### src/rtl/btb_pkg.sv
package btb_pkg;
  localparam int unsigned INSN_STEP = 4;

  typedef enum logic [1:0] {
    RES_NONE  = 2'd0,
    RES_MATCH = 2'd1,
    RES_MISS  = 2'd2
  } res_kind_e;
endpackage

### src/rtl/btb_table.sv
module btb_table #(
  parameter int unsigned PC_W    = 32,
  parameter int unsigned ENTRIES = 16
) (
  input  logic            clk,
  input  logic            rst_n,
  input  logic [PC_W-1:0] rd_pc,
  output logic            rd_hit,
  output logic [PC_W-1:0] rd_target,
  input  logic            wr_en,
  input  logic [PC_W-1:0] wr_pc,
  input  logic [PC_W-1:0] wr_target
);
  localparam int unsigned IDX_W = $clog2(ENTRIES);
  localparam int unsigned TAG_W = PC_W - IDX_W - 2;

  logic [ENTRIES-1:0] slot_vld;
  logic [TAG_W-1:0]   slot_tag [ENTRIES];
  logic [PC_W-1:0]    slot_tgt [ENTRIES];

  logic [IDX_W-1:0] rd_idx, wr_idx;
  logic [TAG_W-1:0] rd_tag, wr_tag;
  logic             unused_lsbs;

  assign rd_idx      = rd_pc[IDX_W+1:2];
  assign rd_tag      = rd_pc[PC_W-1:IDX_W+2];
  assign wr_idx      = wr_pc[IDX_W+1:2];
  assign wr_tag      = wr_pc[PC_W-1:IDX_W+2];
  assign unused_lsbs = ^{rd_pc[1:0], wr_pc[1:0]};

  for (genvar e = 0; e < ENTRIES; e++) begin : g_slot
    logic             v_q;
    logic [TAG_W-1:0] t_q;
    logic [PC_W-1:0]  d_q;
    logic             we;

    assign we = wr_en && (wr_idx == IDX_W'(e));

    always_ff @(posedge clk or negedge rst_n) begin
      if (!rst_n)  v_q <= 1'b0;
      else if (we) v_q <= 1'b1;
    end

    always_ff @(posedge clk) begin
      if (we) begin
        t_q <= wr_tag;
        d_q <= wr_target;
      end
    end

    assign slot_vld[e] = v_q;
    assign slot_tag[e] = t_q;
    assign slot_tgt[e] = d_q;
  end

  assign rd_hit    = slot_vld[rd_idx] && (slot_tag[rd_idx] == rd_tag);
  assign rd_target = slot_tgt[rd_idx];
endmodule

### src/rtl/btb_resolve.sv
module btb_resolve
  import btb_pkg::*;
#(
  parameter int unsigned PC_W = 32
) (
  input  logic            clk,
  input  logic            rst_n,
  input  logic            fetch_valid,
  input  logic [PC_W-1:0] fetch_pc,
  input  logic [PC_W-1:0] pred_next_pc,
  input  logic            res_valid,
  input  logic            res_taken,
  input  logic [PC_W-1:0] res_target,
  output logic            squash,
  output logic [PC_W-1:0] redirect_pc,
  output logic            wr_en,
  output logic [PC_W-1:0] wr_pc,
  output logic [PC_W-1:0] wr_target
);
  logic            pend_v_q;
  logic [PC_W-1:0] pend_pc_q;
  logic [PC_W-1:0] pend_pred_q;
  logic [PC_W-1:0] actual_pc;
  logic            live;
  res_kind_e       kind;

  assign live      = res_valid && pend_v_q;
  assign actual_pc = res_taken ? res_target : pend_pc_q + PC_W'(INSN_STEP);

  always_comb begin
    if (!live)                       kind = RES_NONE;
    else if (actual_pc == pend_pred_q) kind = RES_MATCH;
    else                             kind = RES_MISS;
  end

  assign squash      = (kind == RES_MISS);
  assign redirect_pc = actual_pc;
  assign wr_en       = live && res_taken;
  assign wr_pc       = pend_pc_q;
  assign wr_target   = res_target;

  always_ff @(posedge clk or negedge rst_n) begin
    if (!rst_n) pend_v_q <= 1'b0;
    else        pend_v_q <= fetch_valid && !squash;
  end

  always_ff @(posedge clk) begin
    if (fetch_valid) begin
      pend_pc_q   <= fetch_pc;
      pend_pred_q <= pred_next_pc;
    end
  end
endmodule

### src/rtl/btb_predictor.sv
module btb_predictor
  import btb_pkg::*;
#(
  parameter int unsigned PC_W    = 32,
  parameter int unsigned ENTRIES = 16
) (
  input  logic            clk,
  input  logic            rst_n,
  input  logic            fetch_valid,
  input  logic [PC_W-1:0] fetch_pc,
  output logic            pred_hit,
  output logic [PC_W-1:0] pred_next_pc,
  input  logic            res_valid,
  input  logic            res_taken,
  input  logic [PC_W-1:0] res_target,
  output logic            squash,
  output logic [PC_W-1:0] redirect_pc
);
  logic            lk_hit;
  logic [PC_W-1:0] lk_target;
  logic            wr_en;
  logic [PC_W-1:0] wr_pc;
  logic [PC_W-1:0] wr_target;

  btb_table #(.PC_W(PC_W), .ENTRIES(ENTRIES)) u_table (
    .clk       (clk),
    .rst_n     (rst_n),
    .rd_pc     (fetch_pc),
    .rd_hit    (lk_hit),
    .rd_target (lk_target),
    .wr_en     (wr_en),
    .wr_pc     (wr_pc),
    .wr_target (wr_target)
  );

  assign pred_hit     = fetch_valid && lk_hit;
  assign pred_next_pc = pred_hit ? lk_target : fetch_pc + PC_W'(INSN_STEP);

  btb_resolve #(.PC_W(PC_W)) u_resolve (
    .clk          (clk),
    .rst_n        (rst_n),
    .fetch_valid  (fetch_valid),
    .fetch_pc     (fetch_pc),
    .pred_next_pc (pred_next_pc),
    .res_valid    (res_valid),
    .res_taken    (res_taken),
    .res_target   (res_target),
    .squash       (squash),
    .redirect_pc  (redirect_pc),
    .wr_en        (wr_en),
    .wr_pc        (wr_pc),
    .wr_target    (wr_target)
  );
endmodule

### config.mk
export PLATFORM = sky130hd
export DESIGN_NAME = btb_predictor
export DESIGN_NICKNAME = d
export VERILOG_FILES = /design/src/rtl/btb_pkg.sv /design/src/rtl/btb_table.sv /design/src/rtl/btb_resolve.sv /design/src/rtl/btb_predictor.sv
export SDC_FILE = /design/constraint.sdc
export NUM_CORES = 1
export LEC_CHECK = 0
export ABC_AREA = 1
export BUFFER_PORTS_ARGS = -buffer_cell sky130_fd_sc_hd__buf_4
export CORE_MARGIN = 2
export CORE_UTILIZATION = 30
export DETAILED_ROUTE_END_ITERATION = 10
export PLACE_DENSITY = 0.43
export SLEW_MARGIN = 20
export SYNTH_ARGS = -nofsm -noshare
export SYNTH_HDL_FRONTEND = slang
export SYNTH_SLANG_ARGS = --single-unit
### constraint.sdc
create_clock -name clk -period 4.5 [get_ports clk]
set_input_delay 0 -clock clk [delete_from_list [all_inputs] [get_ports clk]]
set_output_delay 0 -clock clk [all_outputs]
set_load 0.02 [all_outputs]
# == Word level (Yosys, flattened, before mapping) ==
# Index checks and enable logic that the tools add are counted.
# word_totals
inputBits,69
reg_bits,1009
ramBits,0
latchBits,0
romBits,0
word_cells,109
memories,0
out_inout_bits,66
# classes
mux,12
addsub,2
bitwise_logic,1
reduce_logical,23
div_mod_pow,0
shift,0
n_eq_ne,18
n_mul,0
order_cmp,2
# ops
operator,n
$bmux 32 s4,1
$mux 32,4
$bmux 26 s4,1
$add 32x3->32 const B,2
$mux 26,2
$eq 32x32->1,1
$eq 4x4->1 const B,8
$eq 26x26->1,1
$logic_and 1x1->1,21
$eq 4x3->1 const B,4
$eq 4x2->1 const B,2
$ge 5x5->1 const B,1
$lt 4x5->1 const B,1
$not 4->5,1
$bmux 1 s4,1
$eq 4x1->1 const B,1
$logic_not 4->1,1
$mux 2,2
$eq 2x2->1 const B,1
$logic_not 1->1,1
$mux 1,1

# == Longest topological paths before layout ==
# Gate-level depths: netlist of the first run.
# logic_depth
word_depth,8
mapped_depth,23
mapped_depth_nobuf,19

# == Hierarchy ==
# From an unflattened synthesis of the first run, not the netlist that was laid out.
# hier_totals
cells_unflattened,3932
area_unflattened_um2,43774.5
# by_module_without_submodules
module,cells_each,area_each_um2,seq_area_each_um2,instances
btb_table,3109,38177.9,28267.1,1
btb_resolve,553,4369.2,1946.9,1
btb_predictor,270,1227.4,0.0,1

# == Least setup slack after synthesis of the first run ==
# No wires, ideal clock.
# synth_path
path_type,in2reg
startpoint,input res_taken
endpoint,register u_table.g_slot[11].d_q[0] (enable)
arrival_ps,3501
path_slack_ps,524
stages,9
n_path_buf,3
setup_time_ps,476
required_time_ps,4024
path_cell_list,buf_2 -> inv_1 -> clkbuf_1 -> clkbuf_1 -> nor2_1 -> inv_1 -> nor2_1 -> inv_1 -> nor2_1
# synth_via
elab_chain_cells,2
# synth_rtl
item,line_no,text
from (decl),btb_predictor.sv:14,"input logic res_taken,"
$logic_and 1x1->1,btb_resolve.sv:38,assign wr_en = live && res_taken;
$logic_and 1x1->1,btb_table.sv:37,assign we = wr_en && (wr_idx == IDX_W'(e));
named net u_table.g_slot[11].we,btb_table.sv:35,logic we;
to (signal assigned),btb_table.sv:47,d_q <= wr_target;
to (decl),btb_table.sv:34,logic [PC_W-1:0] d_q;
# The timed path passes the listed nets, and every way through them passes these cells.
# A chain may end at the register's enable or synchronous reset.

# == Worst setup path in the final report of the first run ==
# layout_path
startpoint,"register u_resolve.pend_pc_q[12], in the netlist u_resolve.wr_pc[12]"
endpoint,output squash
# layout_via
elab_chain_cells,6
# layout_rtl
item,line_no,text
from (decl),btb_resolve.sv:21,logic [PC_W-1:0] pend_pc_q;
from (signal assigned),btb_resolve.sv:49,pend_pc_q <= fetch_pc;
$add 32x3->32,btb_resolve.sv:28,assign actual_pc = res_taken ? res_target : pend_pc_q + PC_W'(INSN_STEP);
$mux 32,btb_resolve.sv:28,
$eq 32x32->1,btb_resolve.sv:32,else if (actual_pc == pend_pred_q) kind = RES_MATCH;
$mux 2,btb_resolve.sv:32,
$mux 2,btb_resolve.sv:31,if (!live) kind = RES_NONE;
$eq 2x2->1,btb_resolve.sv:36,assign squash = (kind == RES_MISS);
to (decl),btb_predictor.sv:16,"output logic squash,"
# No other way between the ends.

==> results of run 1 <==
-- registers in the layout, indices dropped and copies added (netlist names) --
register,flops
u_resolve.pend_pred_q,32
u_table.g_slot.t_q,416
u_resolve.pend_v_q,1
u_table.g_slot.d_q,512
u_resolve.wr_pc,32
u_table.g_slot.v_q,16
-- cells by family (layout without fill, tap and decap cells) --
family                     count (synthesis)  after routing
buffers and inverters                    361            649
xor gates and xnor gates                  33             33
adders and majority gates                  5              5
DFF                                     1009           1009
and+or+nand+nor                         1715           1715
other                                      0              3
AOI/OAI and AO/OA                        642            642
-- worst max-delay path, delay by kind of cell (launching register included) --
kind,cells,cell delay [ps]
buffers and inverters,2,310
flip-flops,1,960
AND/OR/NAND/NOR,11,2050
AO/OA/AOI/OAI,1,260
-- power by group through the flow --
| stage | clock network, mW | logic, mW | registers (mW) |
|---|---|---|---|
| finish | 8.80 | 1.71 | 10.6 |
| global route | 9.32 | 1.86 | 10.6 |
| CTS | 8.99 | 1.71 | 10.6 |
| detailed placement | 0 | 1.66 | 10.8 |
| global placement | 0 | 1.66 | 10.8 |
| floorplan | 0 | 0.861 | 10.7 |
-- metal layers --
layer,GRT usage [%],share of wire (%),wire [um],vias up
li1,-,-,-,13600
met1,29.7,46,70500,15100
met2,32.9,46,70900,941
met3,2.87,5.6,8610,177
met4,5.39,2.2,3400,6
met5,0,0.022,34,-
-- path summary, 6_finish.rpt --
check	to	cells past startpoint
setup / recovery	squash	14
hold / removal	u_resolve.wr_pc[31]	2
setup reg to reg	u_resolve.pend_v_q	14
hold reg to reg	u_table.g_slot[2].v_q	2
max in group asynchronous	u_table.g_slot[0].v_q	3
min in group asynchronous	u_table.g_slot[13].v_q	3
-- area by class of cell --
type / instances / area (um^2) / area share [%]
clock buffer: 134 / 2880 / 5.74
sequential: 1009 / 30200 / 60.1
tap: 1890 / 2360 / 4.71
inverter: 159 / 619 / 1.23
antenna: 3 / 7.51 / 0.0149
timing repair buffer: 294 / 2620 / 5.22
clock inverter: 62 / 554 / 1.10
multi-input combinational: 2395 / 11000 / 21.8
-- cells in the mapped netlist, types with 3 or more instances --
master,count
buf_6,11
nor2_1,709
inv_2,11
dfrtp_1,17
nand4_1,6
nand2_1,723
buf_4,25
nor2_2,5
a21oi_1,11
nor3_1,9
inv_1,143
edfxtp_1,992
o21ai_1,55
xnor2_1,3
o221ai_1,55
o21ai_0,423
nor4_1,4
nand3_1,209
buf_2,35
buf_1,14
nand3b_1,18
or2_2,26
o22ai_1,75
clkinv_1,4
nor3_2,3
clkbuf_1,115
ha_1,5
xor2_1,30
o211ai_1,20
-- per-stage QoR --
step	hold WS [ps]	worst slack, ps	std cells
after floorplan	-296	524	3765
after global placement	-95.1	782	5676
after detailed placement	-100	775	5677
after CTS	28.2	309	5940
after global routing	69.6	5.56	5943
final	72.5	197	5946
-- repair_timing --
item	CTS	global route
endpoints found under the setup margin	0	1
setup buffers	0	3
hold buffers	67	0
endpoints found under the hold margin	600	0
==> metrics.md, run 1 <==
| Metric | Value |
|---|---|
| Status | `finished clean` |
| Crit path capture type | `output port` |
| Initial Util | `30.2%` |
| Mean Syn Cell Area | `11.3 um^2` |
| Cell taking the most area after synthesis | `edfxtp_1` |
| Routability congestion estimate | `0.864` |
| Slew HR | `8.09%` |
| CTS resizes | `0` |
| Maximum net fanout on the critical path | `20` |
| Core area | `0.141 mm^2` |
| Warnings from Yosys | `0` |
| Logic pwr share | `8.1%` |
| Critical path type | `register to output port` |
| Most frequent cells in the layout | `edfxtp_1 (992), nand2_1 (723), nor2_1 (693)` |
| Fin. max-slew vios | `0` |
| Post-DP HPWL | `91200 um` |
| Placed Area | `0.0461 mm^2` |
| Clock Path Buffers | `3` |
| Largest net degree at the start of global routing | `192` |
| DRC errors left | `0` |
| GR Overflow Total | `0` |
| DRT antenna net count | `0` |
| Die height | `381 um` |
| Top Ports | `135` |
| Clock Pin Slew Worst Setup and Hold Paths | `60 ps` |
| Area contributors post-synth | `edfxtp_1 (70%), nand2_1 (6.4%), nor2_1 (6.2%), o21ai_0 (5.0%), nand3_1 (2.5%)` |
| PwrDens | `420 mW/mm^2` |
| Total power | `21.1 mW` |
| Leakage power | `17.7 nW` |
| Via/cell ratio | `5.02` |
| Design area | `0.0502 mm^2` |
| Max VDD drop | `0.297 mV` |
| Largest family of logic cells by synthesized area | `simple AND/OR/NAND/NOR gates` |
| Slowest cell delay on critical path | `960 ps` |
| Drt initial violations | `2903` |
| Clock Power Share | `41.7%` |
| Mapped Cells | `3765` |
| Compound-Gate Fraction of Synth Area | `8.37%` |
| CTS sink count | `1009` |
| Row count | `138` |
| Slew at the pin closest to its max-slew limit | `1380 ps` |
| Tcrit/Tclk final | `95.6%` |
| First-pass GRT wire length | `217000 um` |
| Max-Cap Viols | `0` |
| Post-Synth XOR/XNOR Area | `0.678%` |
| Worst Path Required | `4500 ps` |
| Total negative slack | `0 ps` |
| Tot GR Track Use | `20.7%` |
| Cell with the most instances on the worst path | `nand2_1` |
| Initial antenna violation count | `5` |
| Horiz. Die Dim | `381 um` |
| Die area | `0.145 mm^2` |
| EDFF count, synth | `992` |
| Worst EP arrival | `4300 ps` |
| Final net count | `4042` |
| Switching portion of total power | `24.4%` |
| Synthesized cell area | `0.0427 mm^2` |
| Ys async rst share | `1.68%` |
| Syn nets | `3839` |
| Commonest non-fill, non-tap cell in the layout | `edfxtp_1` |
| Area Growth Syn to Fin | `17.8%` |
| H-tree depth | `3` |
| Final Util | `35.5%` |
| Crit path cell chain | `nand2_1, nor2_1, inv_1, nor2_1, nand2_1, nand3_1, nand2_1, nand2_1, nand2_1, nor2_1, nand3_1, nor2_1, a31oi_1, buf_4` |
| Layout cells sized above 1 | `10.9%` |
| Post-Synth Simple-Gate Area | `16.2%` |
| Via count | `29800` |
| CTS tree | `done` |
| Fillers | `14100` |
| Min Tclk post-route | `4300 ps` |
| Wirelength per Cell | `25.8 um` |
| Pint | `15.9 mW` |
| Seq cells post-synth | `1009` |
| Synth top area share | `69.8%` |
| Min-delay src | `fetch_pc[31]` |
| Routed WL | `153000 um` |
| Port bufs | `134` |
| # setup viols final | `0` |
| CP max stage cell | `edfxtp_1` |
| Worst r2r src | `u_resolve.wr_pc[12]` |
| Post-synthesis sequential area ratio | `70.8%` |
| Fmax | `0.232 GHz` |
| DRT Pass-1 Iters | `5` |
| Synth cell types | `36` |
| RSZ-0062 raised after global routing | `false` |
| Reg2reg setup slack | `1050 ps` |
| Endpoints failing hold | `0` |
| Critical path startpoint | `u_resolve.wr_pc[12]` |
| Clk Latency, worst-skew pair | `740 ps` |
| Clock buffer count from CTS | `109` |
| Clk root buf | `clkbuf_16` |
| Synth Area in Adders | `0.147%` |
| Sequential power share | `50.2%` |
| Synth Flop Type | `edfxtp_1` |
| Switch Pwr | `5.16 mW` |
| Vias in the first global route | `28600` |
| Worst Setup Start Kind | `register` |
| Proportion of synthesized area in mux cells | `0%` |
| HP Class | `input port to register` |
| Clock Skew | `31.3 ps` |
Note: power is estimated with default switching activity, not from simulation.
==> inputs of run 2 (changes only) <==
CORE_MARGIN = 8   (was 2)
REMOVE_ABC_BUFFERS = 1   (was unset)
==> metrics.md, run 2 (synthesis gave the netlist of run 1 again) <==
| Metric | Value |
|---|---|
| Worst EP arrival | `4250 ps` |
| Core area | `0.141 mm^2` |
| Fin. max-slew vios | `0` |
| PwrDens | `424 mW/mm^2` |
| Leakage power | `17.8 nW` |
| Top Ports | `135` |
| GR Overflow Total | `0` |
| Status | `finished clean` |
| Post-DP HPWL | `88500 um` |
| DRT antenna net count | `0` |
| Endpoints failing hold | `0` |
| Min Tclk post-route | `4250 ps` |
| Worst Path Required | `4500 ps` |
| Slew at the pin closest to its max-slew limit | `1140 ps` |
| Fmax | `0.235 GHz` |
| # setup viols final | `0` |
| Via count | `29500` |
| Tcrit/Tclk final | `94.5%` |
| Max VDD drop | `0.298 mV` |
| Critical path type | `register to output port` |
| Slew HR | `24.1%` |
| DRC errors left | `0` |
| Max reg flops | `512` |
| Clk Latency, worst-skew pair | `740 ps` |
| Clock Pin Slew Worst Setup and Hold Paths | `70 ps` |
| Routed WL | `151000 um` |
| Drt initial violations | `2749` |
| Port bufs | `134` |
| Final net count | `4047` |
| Vias in the first global route | `28500` |
| Clock Skew | `34.1 ps` |
| Clock buffer count from CTS | `112` |
| Crit path capture type | `output port` |
| DRT Pass-1 Iters | `5` |
| Horiz. Die Dim | `393 um` |
| Layout cells sized above 1 | `11.0%` |
| CTS sink count | `1009` |
| Biggest register | `u_table.g_slot.d_q` |
| Commonest non-fill, non-tap cell in the layout | `edfxtp_1` |
| Tot GR Track Use | `19.1%` |
| Routability congestion estimate | `0.834` |
| Clock Path Buffers | `3` |
| Die height | `393 um` |
| Max-Cap Viols | `0` |
| Most frequent cells in the layout | `edfxtp_1 (992), nand2_1 (722), nor2_1 (693)` |
| Via/cell ratio | `4.95` |
| CTS resizes | `0` |
| Final Util | `35.6%` |
| Die area | `0.155 mm^2` |
| Area Growth Syn to Fin | `18.0%` |
| Wirelength per Cell | `25.4 um` |
| HP Class | `input port to register` |
| CTS tree | `done` |
| H-tree depth | `3` |
| Clk root buf | `clkbuf_16` |
| Maximum net fanout on the critical path | `20` |
| Initial antenna violation count | `4` |
| Row count | `138` |
| Largest net degree at the start of global routing | `126` |
| Worst Setup Start Kind | `register` |
| Regs by FF count | `u_table.g_slot.d_q: 512 flops, u_table.g_slot.t_q: 416 flops` |
| First-pass GRT wire length | `213000 um` |
| Initial Util | `30.2%` |
| RSZ-0062 raised after global routing | `false` |
| Total negative slack | `0 ps` |
run 2: area by class of cell:
class,count,area [um^2]
Sequential cell,1009,30200
Tap cell,1890,2360
Antenna cell,2,5.00
Fill cell,13900,91100
Clock buffer,135,2930
Clock inverter,74,643
Inverter,159,623
Timing Repair Buffer,296,2590
Multi-Input combinational cell,2395,11000
run 2: metal layers:
metal  routed length, um  track usage [%]
met5                   0                0
met4                3530             5.04
met3               10500             4.15
met1               68800             26.6
met2               68600             30.2
run 2: power by group:
part           internal [mW]  switching, mW  leakage (nW)  total, mW
combinational          0.485           1.20          6.86       1.69
clock                   5.20           3.87          1.75       9.06
sequential              10.5          0.111          9.16       10.6
total                   16.1           5.18          17.8       21.3
run 2: timing repair:
action | 4_1_cts | 5_1_grt
hold buffers | 68 | 0
setup endpoints to repair | 0 | 1
endpoints found under the hold margin | 617 | 0
setup buffers | 0 | 1
run 2: worst max-delay path: stages (launching register included):
cell      delay [ps]
edfxtp_1         960
nand2_1          240
nor2_1           250
inv_1             80
nor2_1           290
nand2_1           90
nand2_1           70
nand3_1          240
nand2_1          160
nand2_1           60
nand2_1           50
nor2_1            40
nand2_1          170
nor2_1            90
a31oi_1          460
buf_4            240
run 2: per-stage QoR:
stage               power [mW]  cells  instance area, um^2  setup WS [ps]  hold WS, ps
floorplan                 11.5   3563                41700            551         -296
global placement          12.4   5680                46100            894         -110
detailed placement        12.4   5680                46100            890         -110
CTS                       21.5   5957                50300            267         20.2
global route              22.0   5959                50300           33.5         62.4
finish                    21.3   5960                50300            247         81.2
run 2: worst paths after layout:
check / startpoint / to / slack (ps) / depth (start not counted)
max: u_resolve.wr_pc[9] / squash / 250 / 15
min: fetch_pc[27] / u_resolve.wr_pc[27] / 80 / 2
max reg2reg: u_resolve.wr_pc[2] / u_resolve.pend_v_q / 1260 / 9
min reg2reg: u_table.g_slot[0].v_q / u_table.g_slot[0].v_q / 460 / 2
max in group asynchronous: rst_n / u_table.g_slot[9].v_q / 3370 / 3
min in group asynchronous: rst_n / u_table.g_slot[3].v_q / 560 / 3
